===== src/rtl/ldst_pkg.sv =====
package ldst_pkg;

    typedef enum logic [2:0] {
        OP_LOAD     = 3'd0,
        OP_STORE    = 3'd1,
        OP_ST8_IMM  = 3'd2,
        OP_ST8_ADR  = 3'd3,
        OP_ST16_IMM = 3'd4,
        OP_ST16_ADR = 3'd5
    } ldst_op_e;

    typedef struct packed {
        logic known;
        logic store;
        logic full;
        logic byte_st;
        logic half_st;
        logic lane_from_adr;
    } ldst_dec_t;

    function automatic ldst_dec_t ldst_decode(input logic [2:0] code);
        ldst_dec_t d;
        d = '0;
        case (code)
            OP_LOAD:     begin d.known = 1'b1; d.full = 1'b1; end
            OP_STORE:    begin d.known = 1'b1; d.store = 1'b1; d.full = 1'b1; end
            OP_ST8_IMM:  begin d.known = 1'b1; d.store = 1'b1; d.byte_st = 1'b1; end
            OP_ST8_ADR:  begin d.known = 1'b1; d.store = 1'b1; d.byte_st = 1'b1;
                               d.lane_from_adr = 1'b1; end
            OP_ST16_IMM: begin d.known = 1'b1; d.store = 1'b1; d.half_st = 1'b1; end
            OP_ST16_ADR: begin d.known = 1'b1; d.store = 1'b1; d.half_st = 1'b1;
                               d.lane_from_adr = 1'b1; end
            default:     d = '0;
        endcase
        return d;
    endfunction

endpackage


===== src/rtl/ldst_agen.sv =====
// Effective address: base rounded down to a word, plus a word-scaled offset.
module ldst_agen #(
    parameter int ADDR_W = 32,
    parameter int NBYTES = 4
) (
    input  logic [ADDR_W-1:0] base_i,
    input  logic [ADDR_W-1:0] offset_i,
    output logic [ADDR_W-1:0] addr_o
);
    localparam int SH = $clog2(NBYTES);

    logic [ADDR_W-1:0] aligned;
    logic [ADDR_W-1:0] scaled;

    always_comb begin
        aligned = base_i;
        aligned[SH-1:0] = '0;
        scaled = offset_i << SH;
        addr_o = aligned + scaled;
    end
endmodule


===== src/rtl/ldst_lane_ctl.sv =====
// Byte-enable and in-place write data generation for full and partial stores.
module ldst_lane_ctl #(
    parameter int DATA_W = 32
) (
    input  logic                      full_st_i,
    input  logic                      byte_st_i,
    input  logic                      half_st_i,
    input  logic                      lane_from_adr_i,
    input  logic [$clog2(DATA_W/8)-1:0] adr_low_i,
    input  logic [$clog2(DATA_W/8)-1:0] imm_i,
    input  logic [DATA_W-1:0]         store_val_i,
    input  logic [DATA_W-1:0]         r0_val_i,
    output logic [DATA_W/8-1:0]       be_o,
    output logic [DATA_W-1:0]         wdata_o
);
    localparam int NB     = DATA_W / 8;
    localparam int LSEL_W = $clog2(NB);
    localparam int NH     = NB / 2;
    localparam int HSEL_W = (NH > 1) ? $clog2(NH) : 1;

    logic [LSEL_W-1:0] byte_sel;
    logic [HSEL_W-1:0] half_sel;

    always_comb begin
        byte_sel = lane_from_adr_i ? adr_low_i : imm_i;
        half_sel = lane_from_adr_i ? adr_low_i[LSEL_W-1 -: HSEL_W]
                                   : imm_i[HSEL_W-1:0];
    end

    for (genvar g = 0; g < NB; g++) begin : g_lane
        logic hit_byte;
        logic hit_half;
        always_comb begin
            hit_byte = byte_st_i && (byte_sel == LSEL_W'(g));
            hit_half = half_st_i && (half_sel == HSEL_W'(g / 2));
            be_o[g]  = full_st_i || hit_byte || hit_half;
            if (full_st_i)
                wdata_o[8*g +: 8] = store_val_i[8*g +: 8];
            else if (hit_byte || hit_half)
                wdata_o[8*g +: 8] = r0_val_i[8*g +: 8];
            else
                wdata_o[8*g +: 8] = 8'h00;
        end
    end
endmodule


===== src/rtl/ldst_unit.sv =====
module ldst_unit
    import ldst_pkg::*;
#(
    parameter int ADDR_W = 32,
    parameter int DATA_W = 32,
    localparam int NB     = DATA_W / 8,
    localparam int LSEL_W = $clog2(NB)
) (
    input  logic              clk,
    input  logic              rst_n,
    input  logic              issue_valid,
    output logic              issue_ready,
    input  logic [2:0]        issue_op,
    input  logic [LSEL_W-1:0] issue_imm,
    input  logic [ADDR_W-1:0] base_val,
    input  logic [ADDR_W-1:0] offset_val,
    input  logic [DATA_W-1:0] store_val,
    input  logic [DATA_W-1:0] r0_val,
    output logic              mem_req,
    output logic              mem_we,
    output logic [ADDR_W-1:0] mem_addr,
    output logic [NB-1:0]     mem_be,
    output logic [DATA_W-1:0] mem_wdata,
    input  logic              mem_rvalid,
    output logic              mem_rready,
    input  logic [DATA_W-1:0] mem_rdata,
    output logic              load_done,
    output logic [DATA_W-1:0] load_data
);
    typedef struct packed {
        logic              req;
        logic              we;
        logic [ADDR_W-1:0] addr;
        logic [NB-1:0]     be;
        logic [DATA_W-1:0] wdata;
        logic              pending;
        logic              done;
        logic [DATA_W-1:0] ldata;
    } unit_state_t;

    unit_state_t st_d, st_q;
    ldst_dec_t   dec;
    logic [ADDR_W-1:0] ea;
    logic [NB-1:0]     lane_be;
    logic [DATA_W-1:0] lane_wdata;
    logic              accept;

    assign dec = ldst_decode(issue_op);

    ldst_agen #(.ADDR_W(ADDR_W), .NBYTES(NB)) u_agen (
        .base_i   (base_val),
        .offset_i (offset_val),
        .addr_o   (ea)
    );

    ldst_lane_ctl #(.DATA_W(DATA_W)) u_lane (
        .full_st_i       (dec.full && dec.store),
        .byte_st_i       (dec.byte_st),
        .half_st_i       (dec.half_st),
        .lane_from_adr_i (dec.lane_from_adr),
        .adr_low_i       (base_val[LSEL_W-1:0]),
        .imm_i           (issue_imm),
        .store_val_i     (store_val),
        .r0_val_i        (r0_val),
        .be_o            (lane_be),
        .wdata_o         (lane_wdata)
    );

    always_comb begin
        st_d      = st_q;
        st_d.req  = 1'b0;
        st_d.done = 1'b0;
        accept    = issue_valid && !st_q.pending;
        if (accept && dec.known) begin
            st_d.req     = 1'b1;
            st_d.we      = dec.store;
            st_d.addr    = ea;
            st_d.be      = lane_be;
            st_d.wdata   = lane_wdata;
            st_d.pending = !dec.store;
        end
        if (st_q.pending && mem_rvalid) begin
            st_d.pending = 1'b0;
            st_d.done    = 1'b1;
            st_d.ldata   = mem_rdata;
        end
    end

    always_ff @(posedge clk or negedge rst_n) begin
        if (!rst_n) st_q <= '0;
        else        st_q <= st_d;
    end

    assign issue_ready = !st_q.pending;
    assign mem_req     = st_q.req;
    assign mem_we      = st_q.we && st_q.req;
    assign mem_addr    = st_q.addr;
    assign mem_be      = st_q.req ? st_q.be : '0;
    assign mem_wdata   = st_q.wdata;
    assign mem_rready  = st_q.pending;
    assign load_done   = st_q.done;
    assign load_data   = st_q.ldata;
endmodule


===== config.mk =====
export PLATFORM = sky130hd
export DESIGN_NAME = ldst_unit
export DESIGN_NICKNAME = d
export VERILOG_FILES = /design/src/rtl/ldst_pkg.sv /design/src/rtl/ldst_agen.sv /design/src/rtl/ldst_lane_ctl.sv /design/src/rtl/ldst_unit.sv
export SDC_FILE = /design/constraint.sdc
export NUM_CORES = 1
export LEC_CHECK = 0
export BUFFER_PORTS_ARGS = -buffer_cell sky130_fd_sc_hd__buf_2
export CAP_MARGIN = 20
export CORE_MARGIN = 2
export CORE_UTILIZATION = 35
export DETAILED_ROUTE_END_ITERATION = 7
export PLACE_DENSITY = 0.61
export REMOVE_ABC_BUFFERS = 1
export SLEW_MARGIN = 5
export SYNTH_ARGS = -nofsm -noshare
export SYNTH_HDL_FRONTEND = slang
export SYNTH_SLANG_ARGS = --single-unit
export TNS_END_PERCENT = 100

===== constraint.sdc =====
create_clock -name clk -period 1.5 [get_ports clk]
set_input_delay 0.075 -clock clk [delete_from_list [all_inputs] [get_ports clk]]
set_output_delay 0.075 -clock clk [all_outputs]
set_load 0.1 [all_outputs]

# Word-level counts from Yosys, hierarchy flattened
# Index checks and enable logic that the tools add are counted.
totals:
  reg_bits: 104
  latchBits: 0
  ramBits: 0
  romBits: 0
  in_bits: 169
  output_inout_bits: 105
  word_cells: 71
  n_memories: 0
op_classes:
  n_addsub: 1
  multipliers: 0
  div_mod_pow: 0
  magnitude_cmp: 0
  n_eq_ne: 8
  n_shift: 0
  n_mux: 19
  bitwise: 1
  reduce_logical: 34
ops:
  columns: ["operator", "count"]
  rows:
  - ["$mux 71", 1]
  - ["$mux 8", 8]
  - ["$mux 34", 1]
  - ["$add 32x32->32", 1]
  - ["$logic_or 1x1->1", 12]
  - ["$logic_and 1x1->1", 11]
  - ["$reduce_or 2->1", 4]
  - ["$mux 1", 7]
  - ["$eq 3x2->1 const B", 2]
  - ["$eq 3x3->1 const B", 2]
  - ["$reduce_or 6->1", 1]
  - ["$reduce_or 5->1", 1]
  - ["$eq 2x2->1 const B", 2]
  - ["$mux 4", 1]
  - ["$eq 3x1->1 const B", 1]
  - ["$logic_not 3->1", 1]
  - ["$eq 2x1->1 const B", 1]
  - ["$logic_not 1->1", 2]
  - ["$logic_not 2->1", 1]
  - ["$mux 2", 1]
  - ["$reduce_bool 2->1", 1]
  - ["$not 1->1", 1]

# Longest topological paths before layout
# Gate-level depths: netlist of the first run.
depth:
  ltp_word: 11
  mapped_depth: 11
  mapped_depth_nobuf: 11

# By module
# Synthesis of the first run repeated with hierarchy kept, for this count alone.
hier_totals:
  cells_unflattened: 696
  area_unflattened_um2: 7309.5
modules_own_cells:
  columns: ["module", "n_inst", "cells_per_inst", "area_each_um2"]
  rows:
  - ["ldst_unit", 1, 328, 4662.0]
  - ["ldst_agen", 1, 238, 1767.9]
  - ["ldst_lane_ctl", 1, 130, 879.6]

# Worst setup path before layout of the first run
# No wires, ideal clock.
synth_timing:
  path_kind: "reg-to-reg"
  from: "reg st_q, in the netlist mem_rready"
  to: "reg st_q, in the netlist mem_addr[2]"
  t_arrival_ns: 2.191
  required_ns: 1.383
  setup_slack_ns: -0.808
  stages_incl_launch_ff: 9
  period_less_slack_ns: 2.308
  cell_sequence: "dfrtp_1 -> nor2_1 -> nand2_1 -> clkbuf_1 -> clkinv_1 -> clkbuf_1 -> buf_1 -> nand2_1 -> nand2_1"
synth_via:
  elab_chain_len: 3
synth_lines:
  columns: ["item", "line", "text"]
  rows:
  - ["start: declaration", "ldst_unit.sv:41", "unit_state_t st_d, st_q;"]
  - ["start signal: assignment", "ldst_unit.sv:91", "else st_q <= st_d;"]
  - ["$logic_not 1->1", "ldst_unit.sv:73", "accept = issue_valid && !st_q.pending;"]
  - ["$logic_and 1x1->1", "ldst_unit.sv:73", null]
  - ["$logic_and 1x1->1", "ldst_unit.sv:74", "if (accept && dec.known) begin"]
# Every way passes these cells.
# A chain may end at the register's enable or synchronous reset.

# Worst setup path after layout of the first run
layout_timing:
  from: "in offset_val[7]"
  to: "reg st_q, in the netlist mem_addr[30]"
layout_via:
  elab_chain_len: 1
layout_lines:
  columns: ["item", "line", "text"]
  rows:
  - ["start: declaration", "ldst_unit.sv:16", "input logic [ADDR_W-1:0] offset_val,"]
  - ["$add 32x32->32", "ldst_agen.sv:19", "addr_o = aligned + scaled;"]
# Every way passes these cells.

==> results.tsv, run 1 <==
metric	value	unit
Hold Path Class	input pin to flop	
Core Region	18150	um^2
Placed Area	8294	um^2
# diodes	0	
Synth cell types	60	
CP cell instances	buf_6, ha_4, a21o_1, or3_1, o2111a_2, a21oi_4, buf_12, o31ai_4, nand2_1, o31ai_1, o32a_1	
largest net degree at the start of global routing	52	
Worst Setup SP	offset_val[7]	
area grow syn2layout	55.64	%
period utilisation layout	125.5	%
Total GRT Usage	19.72	%
initial core utilization	36.02	%
Cell Area, Synth	6538	um^2
die width	140.7	um
fin nets	1279	
vias per cell	4.849	
Crit path arrival time	2.12	ns
WP depth	11	
routed wire length	20280	um
Reg2Reg Depth	7	
crit end category	flop	
Final Instance Area	10170	um^2
first-pass iteration count of the detailed router	5	
initial antenna violation count	0	
dpl ws	-0.8883	ns
Post-DRT Antenna Nets	0	
type of the worst setup path	input pin to flop	
Cells after Synth	707	
number of synthesized register bits	102	
post-DP HPWL	14250	um
Warnings, synthesis	0	
Yosys top cell by area	dfrtp_1	
grt ovf	0	
Final WS setup	-0.3828	ns
slew margin rel.	66.36	%
Setup Viol. Count Final	19	
PwrDens	1581	nW/um^2
EDFF count, synth	0	
WP buf/inv	2	
GPL Wtd Cong	0.8329	
crit path to	mem_addr[30]$_DFFE_PN0P_	
largest cells by area after synthesis	dfrtp_1 (39%), buf_4 (11%), ha_1 (6.3%), mux2_2 (6.2%), nand2_1 (4.9%)	
R2R setup slack	0.15	ns
clk_lat worst skew	0.35	ns
slowest CP cell	o32a_1	
# IOs	274	
die height	140.7	um
Post-route DRC	0	
worst reg2reg path endpoint	mem_wdata[24]$_DFFE_PN0P_	
worst vdd ir	0.0009514	V
RR Startpoint	mem_rready$_DFFE_PN0P_	
DIE AREA	19790	um^2
vias in the first global route	6413	
Critical Path Max Stage Delay	0.33	ns
fmax	0.5311	GHz
layout cell share with drive strength beyond 1	47.64	%
Slew Viols, Final	0	
Startpoint Class	input pin	
Buffers on Ports	269	
number of clock sinks	102	
CP delay by family, top	compound AO/OA/AOI/OAI gates	
failing checks	negative setup slack	
Synth top area share	39.04	%
clock-pin slew on the worst setup and hold paths	0.08	ns
htree depth	3	
run status	complete, but fails checks	
Clock Tree Buf Depth	2	
final hold vios	0	
Final min period	1.883	ns
Rows	49	
routed via count	6352	
CTS root buf	clkbuf_16	
ys flop type	dfrtp_1	
Required @ worst endpoint	1.74	ns
TritonCTS buffer count	9	
critical path fanouts, max	3	
Post-Route Setup TNS	-3.675	ns
Leak Pwr	4.888	nW
syn avg cell area	9.247	um^2
CTS tree	yes	
RSZ-0062 raised after global routing	yes	
skew final	0.01110	ns
filler cell count	1552	
# Max-Cap Violations	0	
wire per inst	15.48	um
ys async rst share	100.0	%
sequential share of the synthesized area	39.04	%
initial drt markers	218	
actual slew at the worst max-slew pin	0.5000	ns
first-pass GRT wire length	31600	um
==> through the flow <==
step | power (W) | hold slack (ns) | util (%) | instances
after floorplan | 0.01117 | -0.2206 | - | 582
after global placement | 0.01316 | -0.1035 | 45.70 | 1190
after detailed placement | 0.01326 | -0.1062 | 45.70 | 1190
after CTS | 0.01598 | 0.0006982 | 54.72 | 1307
after global routing | 0.01676 | 0.004522 | 56.07 | 1310
final | 0.01609 | 0.007533 | 56.07 | 1310
==> kinds of logic after synthesis <==
group	Yosys count	share of synthesized area, %
other	1	0.05736
AND/OR/NAND/NOR	209	14.32
multiplexers	39	6.660
AO/OA/AOI/OAI	155	16.00
adder cells (fa/ha/maj)	34	6.622
flip-flops	102	39.04
buffers and inverters	140	13.68
XOR/XNOR	27	3.617
==> area by class of cell <==
cell class / instances / area (um^2) / share of cell area, %
repair buffers: 483 / 3467 / 34.08
multi-input cells: 466 / 3527 / 34.67
flip-flops and latches: 102 / 2552 / 25.09
clock buffers: 9 / 225.2 / 2.213
clock inverters: 7 / 63.81 / 0.6271
well taps: 229 / 286.5 / 2.816
inverters: 14 / 52.55 / 0.5165
==> worst min path at each step <==
stage | startpoint | end | slack [ns] | cells past startpoint
2_1_floorplan | rst_n | load_data[0]$_DFFE_PN0P_ | -0.22 | 0
5_1_grt | r0_val[18] | mem_wdata[18]$_DFFE_PN0P_ | 0.005 | 3
6_report | r0_val[18] | mem_wdata[18]$_DFFE_PN0P_ | 0.008 | 3
3_5_place_dp | rst_n | mem_wdata[18]$_DFFE_PN0P_ | -0.11 | 1
3_3_place_gp | rst_n | mem_wdata[22]$_DFFE_PN0P_ | -0.10 | 1
4_1_cts | r0_val[21] | mem_wdata[21]$_DFFE_PN0P_ | 0.0007 | 3
==> registers in the layout, indices dropped and copies added, names as in the netlist <==
name        count
load_done       1
mem_rready      1
mem_req         1
mem_wdata      32
load_data      32
mem_addr       30
st_q            5
==> routing by layer <==
metal  vias to the layer above  GRT usage, %  routed length [um]
li1                       3111             -                   -
met1                      2960         23.24                8196
met2                       249         36.41               10500
met3                        32         3.159                1143
met4                         0         6.684                 443
met5                         -             0                   0
==> where the power goes <==
group	leakage [nW]	internal (W)	total, W	switching [W]
Combinational	3.53	0.00222	0.00984	0.00762
Clock	0.136	0.00117	0.00230	0.00114
Sequential	1.22	0.00353	0.00394	0.000410
Total	4.89	0.00692	0.0161	0.00917
==> Yosys cell counts, drive strengths merged, types with 3 or more instances <==
library cell / n
a21o: 12
a21oi: 28
a31oi: 36
a41oi: 3
and2: 8
and3: 5
buf: 103
clkbuf: 23
dfrtp: 102
ha: 33
inv: 13
mux2: 36
mux2i: 3
nand2: 86
nand2b: 5
nand3: 37
nand4: 4
nor2: 49
nor2b: 3
nor4: 4
o21a: 3
o21ai: 43
o22a: 4
o31ai: 10
xnor2: 10
xor2: 17
==> worst register-to-register path, stage by stage, from the launching register on <==
cell	delay (ns)
dfrtp_1	0.39
nor2_1	0.13
nand2_2	0.10
inv_2	0.09
buf_6	0.15
buf_12	0.18
nor2_1	0.08
a31oi_1	0.16
==> what timing repair did <==
action	CTS	global route
pin swaps	46	46
resized for setup	66	42
gates cloned	0	1
endpoints found under the setup margin	21	40
endpoints found under the hold margin	166	0
setup buffers	9	8
hold buffers	92	0
==> placed cells by master (no fill, tap or decap), types with 15 or more instances in the layout <==
cell type,synthesis,routed
nand2_1,86,83
ha_1,33,21
o21ai_0,34,18
a31oi_1,36,33
buf_4,96,102
buf_2,1,254
xor2_1,17,15
dfrtp_1,102,102
nor2_1,49,48
mux2_2,36,35
a21oi_1,25,19
buf_6,1,21
dlygate4sd3_1,0,92
nand3_1,37,37
o21ai_1,7,18
Power figures use the tool's default switching activity.
==> inputs of run 2 (changes only) <==
--- a/config.mk
+++ b/config.mk
@@ -7,10 +7,12 @@
 export LEC_CHECK = 0
 export BUFFER_PORTS_ARGS = -buffer_cell sky130_fd_sc_hd__buf_2
 export CAP_MARGIN = 20
+export CELL_PAD_IN_SITES_DETAIL_PLACEMENT = 2
+export CELL_PAD_IN_SITES_GLOBAL_PLACEMENT = 2
 export CORE_MARGIN = 2
-export CORE_UTILIZATION = 35
+export CORE_UTILIZATION = 25
 export DETAILED_ROUTE_END_ITERATION = 7
-export PLACE_DENSITY = 0.61
+export PLACE_DENSITY = 0.74
 export REMOVE_ABC_BUFFERS = 1
 export SLEW_MARGIN = 5
 export SYNTH_ARGS = -nofsm -noshare
==> run 2 against run 1 <==
- the run still ends with negative setup slack left
- sequential power is 3% higher
- via count is 8.0% higher
- worst hold slack better by 0.0039 ns
- die area is 39% higher
- core utilization is 14 points lower
- critical path depth stayed put
- sequential share of layout area is 1.8 points lower
- critical path type unchanged
- largest power group unchanged
- highest routed layer unchanged
==> results.tsv, run 2 (synthesized netlist as in run 1, its figures left out) <==
metric	value	unit
run status	complete, but fails checks	
failing checks	negative setup slack	
type of the worst setup path	input pin to flop	
clk_lat worst skew	0.35	ns
RSZ-0062 raised after global routing	yes	
CP cell instances	buf_6, ha_4, a21o_1, or3_1, o2111a_2, a21oi_4, o21bai_4, buf_6, o31ai_4, xor2_1, o21ai_1	
slew margin rel.	64.68	%
Setup Viol. Count Final	24	
fin nets	1312	
Buffers on Ports	269	
min-delay src	r0_val[9]	
most frequent cells in the layout	buf_2 (249), buf_4 (128), dfrtp_1 (102)	
Post-DRT Antenna Nets	0	
slowest CP cell	or3_1	
Total GRT Usage	20.43	%
initial drt markers	182	
crit end category	flop	
routed via count	6863	
wire per inst	20.99	um
Rows	59	
Leak Pwr	5.146	nW
Post-Route Setup TNS	-4.905	ns
Final WS setup	-0.4216	ns
actual slew at the worst max-slew pin	0.5334	ns
cell count after placement	1315	
total power	0.01696	W
worst reg2reg path endpoint	mem_addr[30]$_DFFE_PN0P_	
TritonCTS buffer count	9	
post-DP HPWL	18940	um
Final Instance Area	10940	um^2
commonest non-fill, non-tap cell in the layout	buf_2	
WP depth	11	
grt ovf	0	
clock-pin slew on the worst setup and hold paths	0.08	ns
CTS tree	yes	
Post-route DRC	0	
Placed Area	8607	um^2
htree depth	3	
area grow syn2layout	67.33	%
Clock Tree Buf Depth	2	
die height	165.7	um
PwrDens	1550	nW/um^2
layout cell share with drive strength beyond 1	51.97	%
CTS root buf	clkbuf_16	
RR Startpoint	mem_rready$_DFFE_PN0P_	
initial core utilization	25.30	%
initial antenna violation count	3	
Crit path arrival time	2.16	ns
Core Region	25840	um^2
register area	2552	um^2
first-pass iteration count of the detailed router	4	
R2R setup slack	0.08	ns
critical path fanouts, max	3	
number of clock sinks	102	
CP delay by family, top	compound AO/OA/AOI/OAI gates	
vias in the first global route	7847	
period utilisation layout	128.1	%
vias per cell	4.727	
Reg2Reg Depth	6	
Hold Path Class	input pin to flop	
filler cell count	2766	
hold path cells	3	
Final min period	1.922	ns
DIE AREA	27460	um^2
Required @ worst endpoint	1.74	ns
Critical Path Max Stage Delay	0.31	ns
largest net degree at the start of global routing	37	
Worst Hold End	mem_wdata[9]$_DFFE_PN0P_	
GPL Wtd Cong	0.7759	
Post-Layout Cell Count	1452	
# IOs	274	
WP buf/inv	2	
area of the multi-input gates	3815	um^2
# Max-Cap Violations	0	
skew final	0.009933	ns
die width	165.7	um
final core utilization	42.34	%
Startpoint Class	input pin	
crit-path most repeated cell	buf_6	
worst vdd ir	0.001392	V
fmax	0.5204	GHz
routed wire length	30470	um
final hold vios	0	
Slew Viols, Final	0	
first-pass GRT wire length	44540	um
==> run 2: stage by stage <==
step / hold WS (ns) / worst slack (ns)
2_1_floorplan: -0.2206 / -2.787
3_3_place_gp: 0.07905 / -0.9132
3_5_place_dp: 0.07797 / -1.009
4_1_cts: 0.00005151 / -0.3979
5_1_grt: 0.006090 / -0.4847
6_report: 0.01142 / -0.4216
==> run 2: area by class of cell <==
cell class / count / area share [%]
diodes: 3 / 0.06863
clock buffers: 9 / 2.059
clock inverters: 7 / 0.6520
inverters: 14 / 0.4804
multi-input cells: 466 / 34.87
flip-flops and latches: 102 / 23.33
well taps: 335 / 3.832
repair buffers: 516 / 34.70
==> run 2: worst reg2reg max path: cells and delay by family (launching register included) <==
family                 cells  cell delay, ns
AO/OA/AOI/OAI              2            0.45
flip-flops                 1            0.41
buffers and inverters      2            0.23
AND/OR/NAND/NOR            2            0.22
==> run 2: worst max path at each step <==
stage,from,end,slack (ns)
floorplan,mem_rready$_DFFE_PN0P_,mem_addr[31]$_DFFE_PN0P_,-2.79
global placement,base_val[2],mem_addr[30]$_DFFE_PN0P_,-0.91
detailed placement,base_val[2],mem_addr[30]$_DFFE_PN0P_,-1.01
CTS,base_val[10],mem_addr[25]$_DFFE_PN0P_,-0.40
global route,offset_val[7],mem_addr[20]$_DFFE_PN0P_,-0.48
finish,offset_val[7],mem_addr[20]$_DFFE_PN0P_,-0.42
==> run 2: routing by layer <==
metal,wire length [um],vias to the layer above,global-route usage [%]
li1,-,3183,-
met1,11530,3428,21.49
met2,17070,200,40.61
met3,954,52,2.843
met4,920,0,7.713
met5,0,-,0
==> run 2: where the power goes <==
| part | switching [W] | internal [W] |
|---|---|---|
| logic | 0.00804 | 0.00243 |
| clock network | 0.00124 | 0.00119 |
| registers | 0.000530 | 0.00353 |
==> run 2: timing repair <==
action / CTS / global route
pin swaps: 58 / 60
endpoints found under the hold margin: 98 / 0
resized for setup: 96 / 74
hold buffers: 91 / 0
setup buffers: 12 / 14
setup endpoints to repair: 28 / 53
gates cloned: 0 / 3
